### config.mk
export PLATFORM = sky130hd
export DESIGN_NAME = dram_page_ctrl
export DESIGN_NICKNAME = d
export VERILOG_FILES = /design/src/rtl/dpc_pkg.sv /design/src/rtl/dpc_refresh.sv /design/src/rtl/dpc_page.sv /design/src/rtl/dram_page_ctrl.sv
export SDC_FILE = /design/constraint.sdc
export NUM_CORES = 1
export LEC_CHECK = 0
export BUFFER_PORTS_ARGS = -buffer_cell sky130_fd_sc_hd__buf_2
export CAP_MARGIN = 20
export CORE_ASPECT_RATIO = 1.75
export CORE_MARGIN = 4
export CORE_UTILIZATION = 50
export CTS_CLUSTER_SIZE = 14
export DETAILED_ROUTE_END_ITERATION = 10
export PLACE_DENSITY = 0.76
export SYNTH_ARGS = -nofsm -noshare
export SYNTH_HDL_FRONTEND = slang
export SYNTH_SLANG_ARGS = --single-unit
### constraint.sdc
create_clock -name clk_i -period 5.1 [get_ports clk_i]
set_clock_uncertainty 0.2 [all_clocks]
set_input_delay 0.51 -clock clk_i [delete_from_list [all_inputs] [get_ports clk_i]]
set_output_delay 0.51 -clock clk_i [all_outputs]
set_load 0.03 [all_outputs]
### src/rtl/dpc_pkg.sv
package dpc_pkg;
    typedef enum logic [2:0] {
        ST_IDLE,
        ST_ROW,
        ST_COL,
        ST_OPEN,
        ST_PRE,
        ST_REF
    } dpc_state_e;
endpackage

### src/rtl/dpc_refresh.sv
// Refresh scheduler: interval timer plus round-robin row index.
module dpc_refresh #(
    parameter int INTERVAL = 390,
    parameter int ROW_W    = 8
) (
    input  logic             clk_i,
    input  logic             rst_i,
    input  logic             ack_i,
    output logic             pend_o,
    output logic [ROW_W-1:0] row_o
);
    localparam int TW = (INTERVAL > 2) ? $clog2(INTERVAL) : 1;

    typedef struct packed {
        logic [TW-1:0]    tmr;
        logic             pend;
        logic [ROW_W-1:0] row;
    } ref_t;

    ref_t r_d, r_q;

    always_comb begin
        r_d = r_q;
        if (ack_i) begin
            r_d.pend = 1'b0;
            r_d.row  = r_q.row + 1'b1;
        end
        if (r_q.tmr == '0) begin
            r_d.tmr  = TW'(INTERVAL - 1);
            r_d.pend = 1'b1;
        end else begin
            r_d.tmr = r_q.tmr - 1'b1;
        end
    end

    always_ff @(posedge clk_i) begin
        if (rst_i) begin
            r_q.tmr  <= TW'(INTERVAL - 1);
            r_q.pend <= 1'b0;
            r_q.row  <= '0;
        end else begin
            r_q <= r_d;
        end
    end

    assign pend_o = r_q.pend;
    assign row_o  = r_q.row;
endmodule

### src/rtl/dpc_page.sv
// Open-page tracker: remembers which row is held open and flags hits.
module dpc_page #(
    parameter int ROW_W = 8
) (
    input  logic             clk_i,
    input  logic             rst_i,
    input  logic             open_i,
    input  logic             close_i,
    input  logic [ROW_W-1:0] open_row_i,
    input  logic [ROW_W-1:0] cmp_row_i,
    output logic             hit_o
);
    typedef struct packed {
        logic             vld;
        logic [ROW_W-1:0] row;
    } page_t;

    page_t p_d, p_q;

    always_comb begin
        p_d = p_q;
        if (close_i) begin
            p_d.vld = 1'b0;
        end else if (open_i) begin
            p_d.vld = 1'b1;
            p_d.row = open_row_i;
        end
    end

    always_ff @(posedge clk_i) begin
        if (rst_i) begin
            p_q <= '0;
        end else begin
            p_q <= p_d;
        end
    end

    assign hit_o = p_q.vld && (p_q.row == cmp_row_i);
endmodule

### src/rtl/dram_page_ctrl.sv
module dram_page_ctrl
    import dpc_pkg::*;
#(
    parameter int ADDR_W       = 16,
    parameter int T_ROW        = 5,
    parameter int T_COL        = 1,
    parameter int T_PRE        = 3,
    parameter int REF_INTERVAL = 390
) (
    input  logic                clk_i,
    input  logic                rst_i,
    input  logic                req_valid_i,
    output logic                req_ready_o,
    input  logic [ADDR_W-1:0]   req_addr_i,
    input  logic                req_we_i,
    input  logic                req_wdata_i,
    output logic                rd_valid_o,
    output logic                rd_data_o,
    output logic                mem_row_stb_o,
    output logic                mem_col_stb_o,
    output logic                mem_we_o,
    output logic [ADDR_W/2-1:0] mem_addr_o,
    output logic                mem_din_o,
    input  logic                mem_dout_i
);
    localparam int ROW_W = ADDR_W / 2;
    localparam int T_MAX = (T_ROW > T_PRE) ? ((T_ROW > T_COL) ? T_ROW : T_COL)
                                           : ((T_PRE > T_COL) ? T_PRE : T_COL);
    localparam int CNT_W = $clog2(T_MAX + 1);

    typedef struct packed {
        dpc_state_e        st;
        logic [CNT_W-1:0]  cnt;
        logic [ADDR_W-1:0] addr;
        logic              we;
        logic              wdata;
        logic              rvalid;
        logic              rdata;
    } ctrl_t;

    ctrl_t c_d, c_q;

    logic             ref_pend, ref_ack, page_hit, page_open, page_close, accept;
    logic [ROW_W-1:0] ref_row, req_row;

    assign req_row = req_addr_i[ADDR_W-1:ROW_W];

    dpc_refresh #(.INTERVAL(REF_INTERVAL), .ROW_W(ROW_W)) u_refresh (
        .clk_i  (clk_i),
        .rst_i  (rst_i),
        .ack_i  (ref_ack),
        .pend_o (ref_pend),
        .row_o  (ref_row)
    );

    dpc_page #(.ROW_W(ROW_W)) u_page (
        .clk_i      (clk_i),
        .rst_i      (rst_i),
        .open_i     (page_open),
        .close_i    (page_close),
        .open_row_i (req_row),
        .cmp_row_i  (req_row),
        .hit_o      (page_hit)
    );

    assign req_ready_o = !ref_pend &&
                         ((c_q.st == ST_IDLE) || ((c_q.st == ST_OPEN) && page_hit));
    assign accept = req_valid_i && req_ready_o;

    always_comb begin
        c_d        = c_q;
        c_d.rvalid = 1'b0;
        ref_ack    = 1'b0;
        page_open  = 1'b0;
        page_close = 1'b0;
        if (accept) begin
            c_d.addr  = req_addr_i;
            c_d.we    = req_we_i;
            c_d.wdata = req_wdata_i;
        end
        unique case (c_q.st)
            ST_IDLE: begin
                if (ref_pend) begin
                    c_d.st  = ST_REF;
                    c_d.cnt = CNT_W'(T_ROW - 1);
                end else if (accept) begin
                    c_d.st    = ST_ROW;
                    c_d.cnt   = CNT_W'(T_ROW - 1);
                    page_open = 1'b1;
                end
            end
            ST_ROW: begin
                if (c_q.cnt != '0) begin
                    c_d.cnt = c_q.cnt - 1'b1;
                end else begin
                    c_d.st  = ST_COL;
                    c_d.cnt = CNT_W'(T_COL - 1);
                end
            end
            ST_COL: begin
                if (c_q.cnt != '0) begin
                    c_d.cnt = c_q.cnt - 1'b1;
                end else begin
                    c_d.st = ST_OPEN;
                    if (!c_q.we) begin
                        c_d.rvalid = 1'b1;
                        c_d.rdata  = mem_dout_i;
                    end
                end
            end
            ST_OPEN: begin
                if (ref_pend || (req_valid_i && !page_hit)) begin
                    c_d.st     = ST_PRE;
                    c_d.cnt    = CNT_W'(T_PRE - 1);
                    page_close = 1'b1;
                end else if (accept) begin
                    c_d.st  = ST_COL;
                    c_d.cnt = CNT_W'(T_COL - 1);
                end
            end
            ST_PRE: begin
                if (c_q.cnt != '0) begin
                    c_d.cnt = c_q.cnt - 1'b1;
                end else begin
                    c_d.st = ST_IDLE;
                end
            end
            ST_REF: begin
                if (c_q.cnt != '0) begin
                    c_d.cnt = c_q.cnt - 1'b1;
                end else begin
                    c_d.st  = ST_PRE;
                    c_d.cnt = CNT_W'(T_PRE - 1);
                    ref_ack = 1'b1;
                end
            end
            default: c_d.st = ST_IDLE;
        endcase
    end

    always_ff @(posedge clk_i) begin
        if (rst_i) begin
            c_q    <= '0;
            c_q.st <= ST_IDLE;
        end else begin
            c_q <= c_d;
        end
    end

    always_comb begin
        mem_row_stb_o = (c_q.st == ST_ROW) || (c_q.st == ST_COL) ||
                        (c_q.st == ST_OPEN) || (c_q.st == ST_REF);
        mem_col_stb_o = (c_q.st == ST_COL);
        mem_we_o      = (c_q.st == ST_COL) && c_q.we;
        mem_din_o     = c_q.wdata;
        if (c_q.st == ST_REF) begin
            mem_addr_o = ref_row;
        end else if (c_q.st == ST_COL) begin
            mem_addr_o = c_q.addr[ROW_W-1:0];
        end else begin
            mem_addr_o = c_q.addr[ADDR_W-1:ROW_W];
        end
    end

    assign rd_valid_o = c_q.rvalid;
    assign rd_data_o  = c_q.rdata;
endmodule

* Yosys cells after proc, flatten, opt, wreduce, memory -nomap -nowiden *
Cells that the tools add are included.

cells by class
  $add $sub $neg = 3
  eq/ne operators = 13
  multiplexer cells = 25
  bitwise gates (word level) = 4
  reductions and logical operators = 26

operator list
  operator                                           number
  two-way mux 6 bit                                  4
  two-way mux 3 bit                                  7
  case mux 3 bit (6 select lines)                    1
  two-way mux 8 bit                                  2
  case mux 3 bit (5 select lines)                    1
  logical NOT 9 bit                                  1
  two-way mux 9 bit                                  1
  subtractor 9 x 1 -> 9 bit (second input constant)  1
  adder 8 x 1 -> 8 bit (second input constant)       1
  == test 8 bit                                      1
  two-way mux 1 bit                                  8
  != test 2 bit (second input constant)              4
  == test 3 x 2 -> 1 bit (second input constant)     2
  == test 3 bit (second input constant)              2
  logical AND 1 bit                                  6
  != test 3 x 2 -> 1 bit (second input constant)     2
  AND reduction 6 bit                                1
  OR reduction 2 bit                                 3
  logical OR 1 bit                                   5
  nonzero test 5 bit                                 1
  NOT 1 bit                                          4
  AND reduction 4 bit                                1
  == test 3 x 1 -> 1 bit (second input constant)     1
  logical NOT 3 bit                                  1
  other kinds (9)                                    10

storage, ports and cells
  register bits after elaboration = 53
  bits of input ports = 22
  output and inout bits = 15
  logic and storage cells = 83

* Logic depth before layout (Yosys ltp) *
  depth in word-level cells = 10
  gate-level depth with buffers = 8
  depth with buffers taken out = 7

* By module *
A second synthesis with hierarchy kept.

second synthesis, totals
  cell total of the unflattened synthesis = 328
  area, all modules = 2763.9 um^2

by module, submodules not included
  module          times used  cells each  area each (um^2)  sequential area each (um^2)
  dram_page_ctrl  1           194         1516.5            520.5
  dpc_refresh     1           92          829.5             360.3
  dpc_page        1           42          417.9             180.2

* Worst setup path before layout *
No wires, ideal clock.

  path kind = input to output
  start point = input req_addr_i[14]
  end point = output req_ready_o
  arrival = 1.706 ns
  data required time = 4.390 ns
  setup slack = 2.684 ns
  cell stages on the path = 5
  buffers on the path = 0
  cell sequence = inv_1 -> a221o_1 -> nor4_4 -> and4_2 -> o21a_1

between the ends
  word-level cells in the longest chain between the ends = 5

RTL lines
  what                line                  RTL
  start: declaration  dram_page_ctrl.sv:14  input logic [ADDR_W-1:0] req_addr_i,
  == test 8 bit       dpc_page.sv:38        assign hit_o = p_q.vld && (p_q.row == cmp_row_i);
  logical AND 1 bit   dpc_page.sv:38
  logical AND 1 bit   dram_page_ctrl.sv:67  ((c_q.st == ST_IDLE) || ((c_q.st == ST_OPEN) && page_hit));
  logical OR 1 bit    dram_page_ctrl.sv:67
  logical AND 1 bit   dram_page_ctrl.sv:66  assign req_ready_o = !ref_pend &&
  end: declaration    dram_page_ctrl.sv:13  output logic req_ready_o,

No other way between the ends.

* Final worst setup path *
  start point = register c_q[24] in the netlist's numbering
  end point = output mem_addr_o[7]

between the ends
  word-level cells in the longest chain between the ends = 3
  elaborated cells between the ends (all ways) = 4
  those cells by class = 2 x eq/ne; 2 x mux

RTL lines
  what                    line                   RTL
  start: declaration      dram_page_ctrl.sv:41   ctrl_t c_d, c_q;
  == test 3 x 2 -> 1 bit  dram_page_ctrl.sv:158  end else if (c_q.st == ST_COL) begin
  two-way mux 8 bit       dram_page_ctrl.sv:158
  two-way mux 8 bit (*)   dram_page_ctrl.sv:156  if (c_q.st == ST_REF) begin
  end: declaration        dram_page_ctrl.sv:22   output logic [ADDR_W/2-1:0] mem_addr_o,

Every way passes the cells marked *; elsewhere a longest branch is shown, timed or not.

==> metrics <==
filler instances 560; number of I/O port buffers 36; EDFF count, synth 0; power density over the cells around 550 mW/mm2; overall routing resource usage 0.208; Slew Limit Fails 0; Post-CTS Setup Bufs 0; Post-Route WL slightly below 7000 um; largest net degree at the start of global routing 35; Int Pwr around 0.00099 W; Core ar. roughly 0.0056 mm2; Main synth FF type dfxtp_1; first-pass GRT wire length about 11000 um; critical path peak fanout 28; Final Hold Vio Count 0; Worst VDD drop around 0.35 mV; drt pass-1 iters 4; CP max stage delay 0.84 ns; switching power 0.000769 W; register clock-pin slew on the reported worst setup and hold paths ~0.090 ns; DR WL/cell ~15 um; number of antenna violations at the first check in global routing 0; total negative slack 0 ns; worst skew pair latency slightly above 0.3 ns; row count 36; Layout area overhead 10.4%; total design power approximately 0.0018 W; cell taking the most area after synthesis dfxtp_1; Max Cap Viol 0; Tcrit/Tclk final 0.609; CTS H-tree depth 2; Sink Count between 50 and 60; sequential share of power 0.328; Slew headroom 0.425; clock buffer depth 2; Clk pwr share 0.168; Clock Root Buffer clkbuf_8; ant diodes 0; RSZ-0062 raised after global routing false; CP Data Required Time about 4.4 ns; nets 404; CP Class reg2out; DRT antenna net count 0; worst path cell trace inv_1 > nor2_1 > o311a_1 > buf_2; total grt overflow 0; Syn Nets between 300 and 400; Hold Crit Class reg2reg; gpl congestion ~0.86; top cells by area, synth dfxtp_1, mux2i_1, nand2_1, nor2_1, o21ai_0; Max Fclk around 0.32 GHz; ys async rst share 0; CP Capture Type output port; CTS tree built; Post-CTS Resized 0; vias in the first global route around 2500; cts hold-fix bufs 0; status finished, final reports clean; Synth Register Bits 53; Remaining DRCs 0; routed vias/inst roughly 5.7; YS warnings 0; worst endpoint data arrival time roughly 2.4 ns; Post-Syn Area approximately 0.0029 mm2; Setup-failing EPs final 0; layout cells sized above 1 0.150; initial core utilization 0.517; total CTS buffers 5; Post-DP HPWL 5120 um; Combinational Power Share 0.504; minimum clock period about 3.1 ns; Avg Cell Area, Syn just over 8 um2; Die W 65.4 um; post-synthesis cell type count 51; Mapped Cells approximately 350; I/O Pins 37; Lkg Pwr 1.35 nW; routed via count between 2000 and 3000; Worst-Margin Slew 0.857 ns; area of the die 0.00710 mm2; register area share after synthesis 0.368; CP max stage cell dfxtp_1; die height approximately 110 um; CP Launch Type flop; Detailed Route Iter0 Violations roughly 130; sw frac 0.437; final cell utilization of the core 0.570; Synth top area share 0.368
==> logic make-up (layout without fill, tap and decap cells) <==
| family | after synthesis | in the layout | share of synthesized area |
|---|---|---|---|
| simple gates | 150 | 150 | 0.250 |
| flops | 53 | 53 | 0.368 |
| xor+xnor | 17 | 17 | 0.0516 |
| compound gates | 69 | 69 | 0.163 |
| mux | 27 | 27 | 0.0937 |
| fa+ha+maj | 4 | 4 | 0.0173 |
| buf+inv | 34 | 59 | 0.0572 |
==> per-layer routing <==
layer,vias to the layer above,GRT usage,part of all wire
met4,0,0.122,0.046
met3,20,0.0364,0.037
li1,1283,-,-
met2,82,0.376,0.53
met1,1208,0.219,0.38
met5,-,0,0
==> stage by stage <==
step,hold WS [ns],instance area [um2],worst slack (ns),instances
5_1_grt,0.239,3190,1.79,455
2_1_floorplan,0.171,2890,2.68,354
3_5_place_dp,0.199,3070,2.28,447
6_report,0.212,3190,2.00,455
4_1_cts,0.218,3190,2.01,455
3_3_place_gp,0.197,3070,2.30,447
==> state kept, by name, indices dropped and copies added (netlist names) <==
register	flops
c_q	23
mem_din_o	1
rd_data_o	1
rd_valid_o	1
u_page.p_q	9
u_refresh.pend_o	1
u_refresh.r_q	9
u_refresh.row_o	8
==> critical path: cells and delay by family, from the launching register on <==
kind,cells,cell delay [ns]
DFF,1,0.84
and+or+nand+nor,1,0.54
buffers and inverters,2,0.45
AOI/OAI and AO/OA,1,0.24
==> worst paths after layout <==
kind,from,to,slack [ns],cells after the start
worst min register to register,u_refresh.r_q[9],u_refresh.r_q[9],0.21,1
worst min-delay path,u_refresh.r_q[9],u_refresh.r_q[9],0.21,1
worst max-delay path,c_q[24],mem_addr_o[7],2.00,4
worst max register to register,c_q[25],c_q[15],2.40,7
==> power groups by stage <==
stage               logic [W]  clock network (W)  registers (W)
floorplan            0.000729                  0       0.000547
global placement     0.000869                  0       0.000583
CTS                  0.000883           0.000305       0.000576
global route         0.000971           0.000316       0.000589
finish               0.000885           0.000295       0.000577
detailed placement   0.000878                  0       0.000586
==> cells in the final DEF (no fill, tap or decap), types with 10 or more instances in the layout <==
| cell | count |
|---|---|
| buf_2 | 36 |
| mux2i_1 | 27 |
| nand2_1 | 56 |
| dfxtp_1 | 53 |
| nor3_1 | 13 |
| a21oi_1 | 10 |
| inv_1 | 11 |
| nand2b_1 | 10 |
| nor2_1 | 41 |
| o22ai_1 | 10 |
| o21ai_0 | 19 |
==> layout make-up <==
class / instances / area, um2 / area share
Sequential cell: 53 / 1060 / 0.333
Inverter: 12 / 45.0 / 0.0141
Tap cell: 76 / 95.1 / 0.0299
Multi-Input combinational cell: 267 / 1670 / 0.523
Timing Repair Buffer: 39 / 203 / 0.0636
Clock buffer: 7 / 86.3 / 0.0271
Clock inverter: 1 / 30.0 / 0.00943
==> Yosys cell counts (2+ instances only) <==
cell type	number
o22ai_1	10
nor2b_1	3
mux2i_1	27
o311a_1	9
ha_1	4
nand2_1	56
nor4_1	2
a21oi_1	10
nand2b_1	10
nor3b_1	2
o211ai_1	2
nand3_1	3
buf_1	4
a31oi_1	5
a21o_2	2
nor2_1	41
nor3_1	13
clkbuf_1	12
nand4_1	3
xnor2_1	8
buf_2	3
a22oi_1	2
and3_1	2
or3_1	2
nand3b_1	4
inv_1	11
o21ai_0	19
xor2_1	9
dfxtp_1	53
a31o_2	2
No activity file was read; power rests on OpenSTA's default activity.
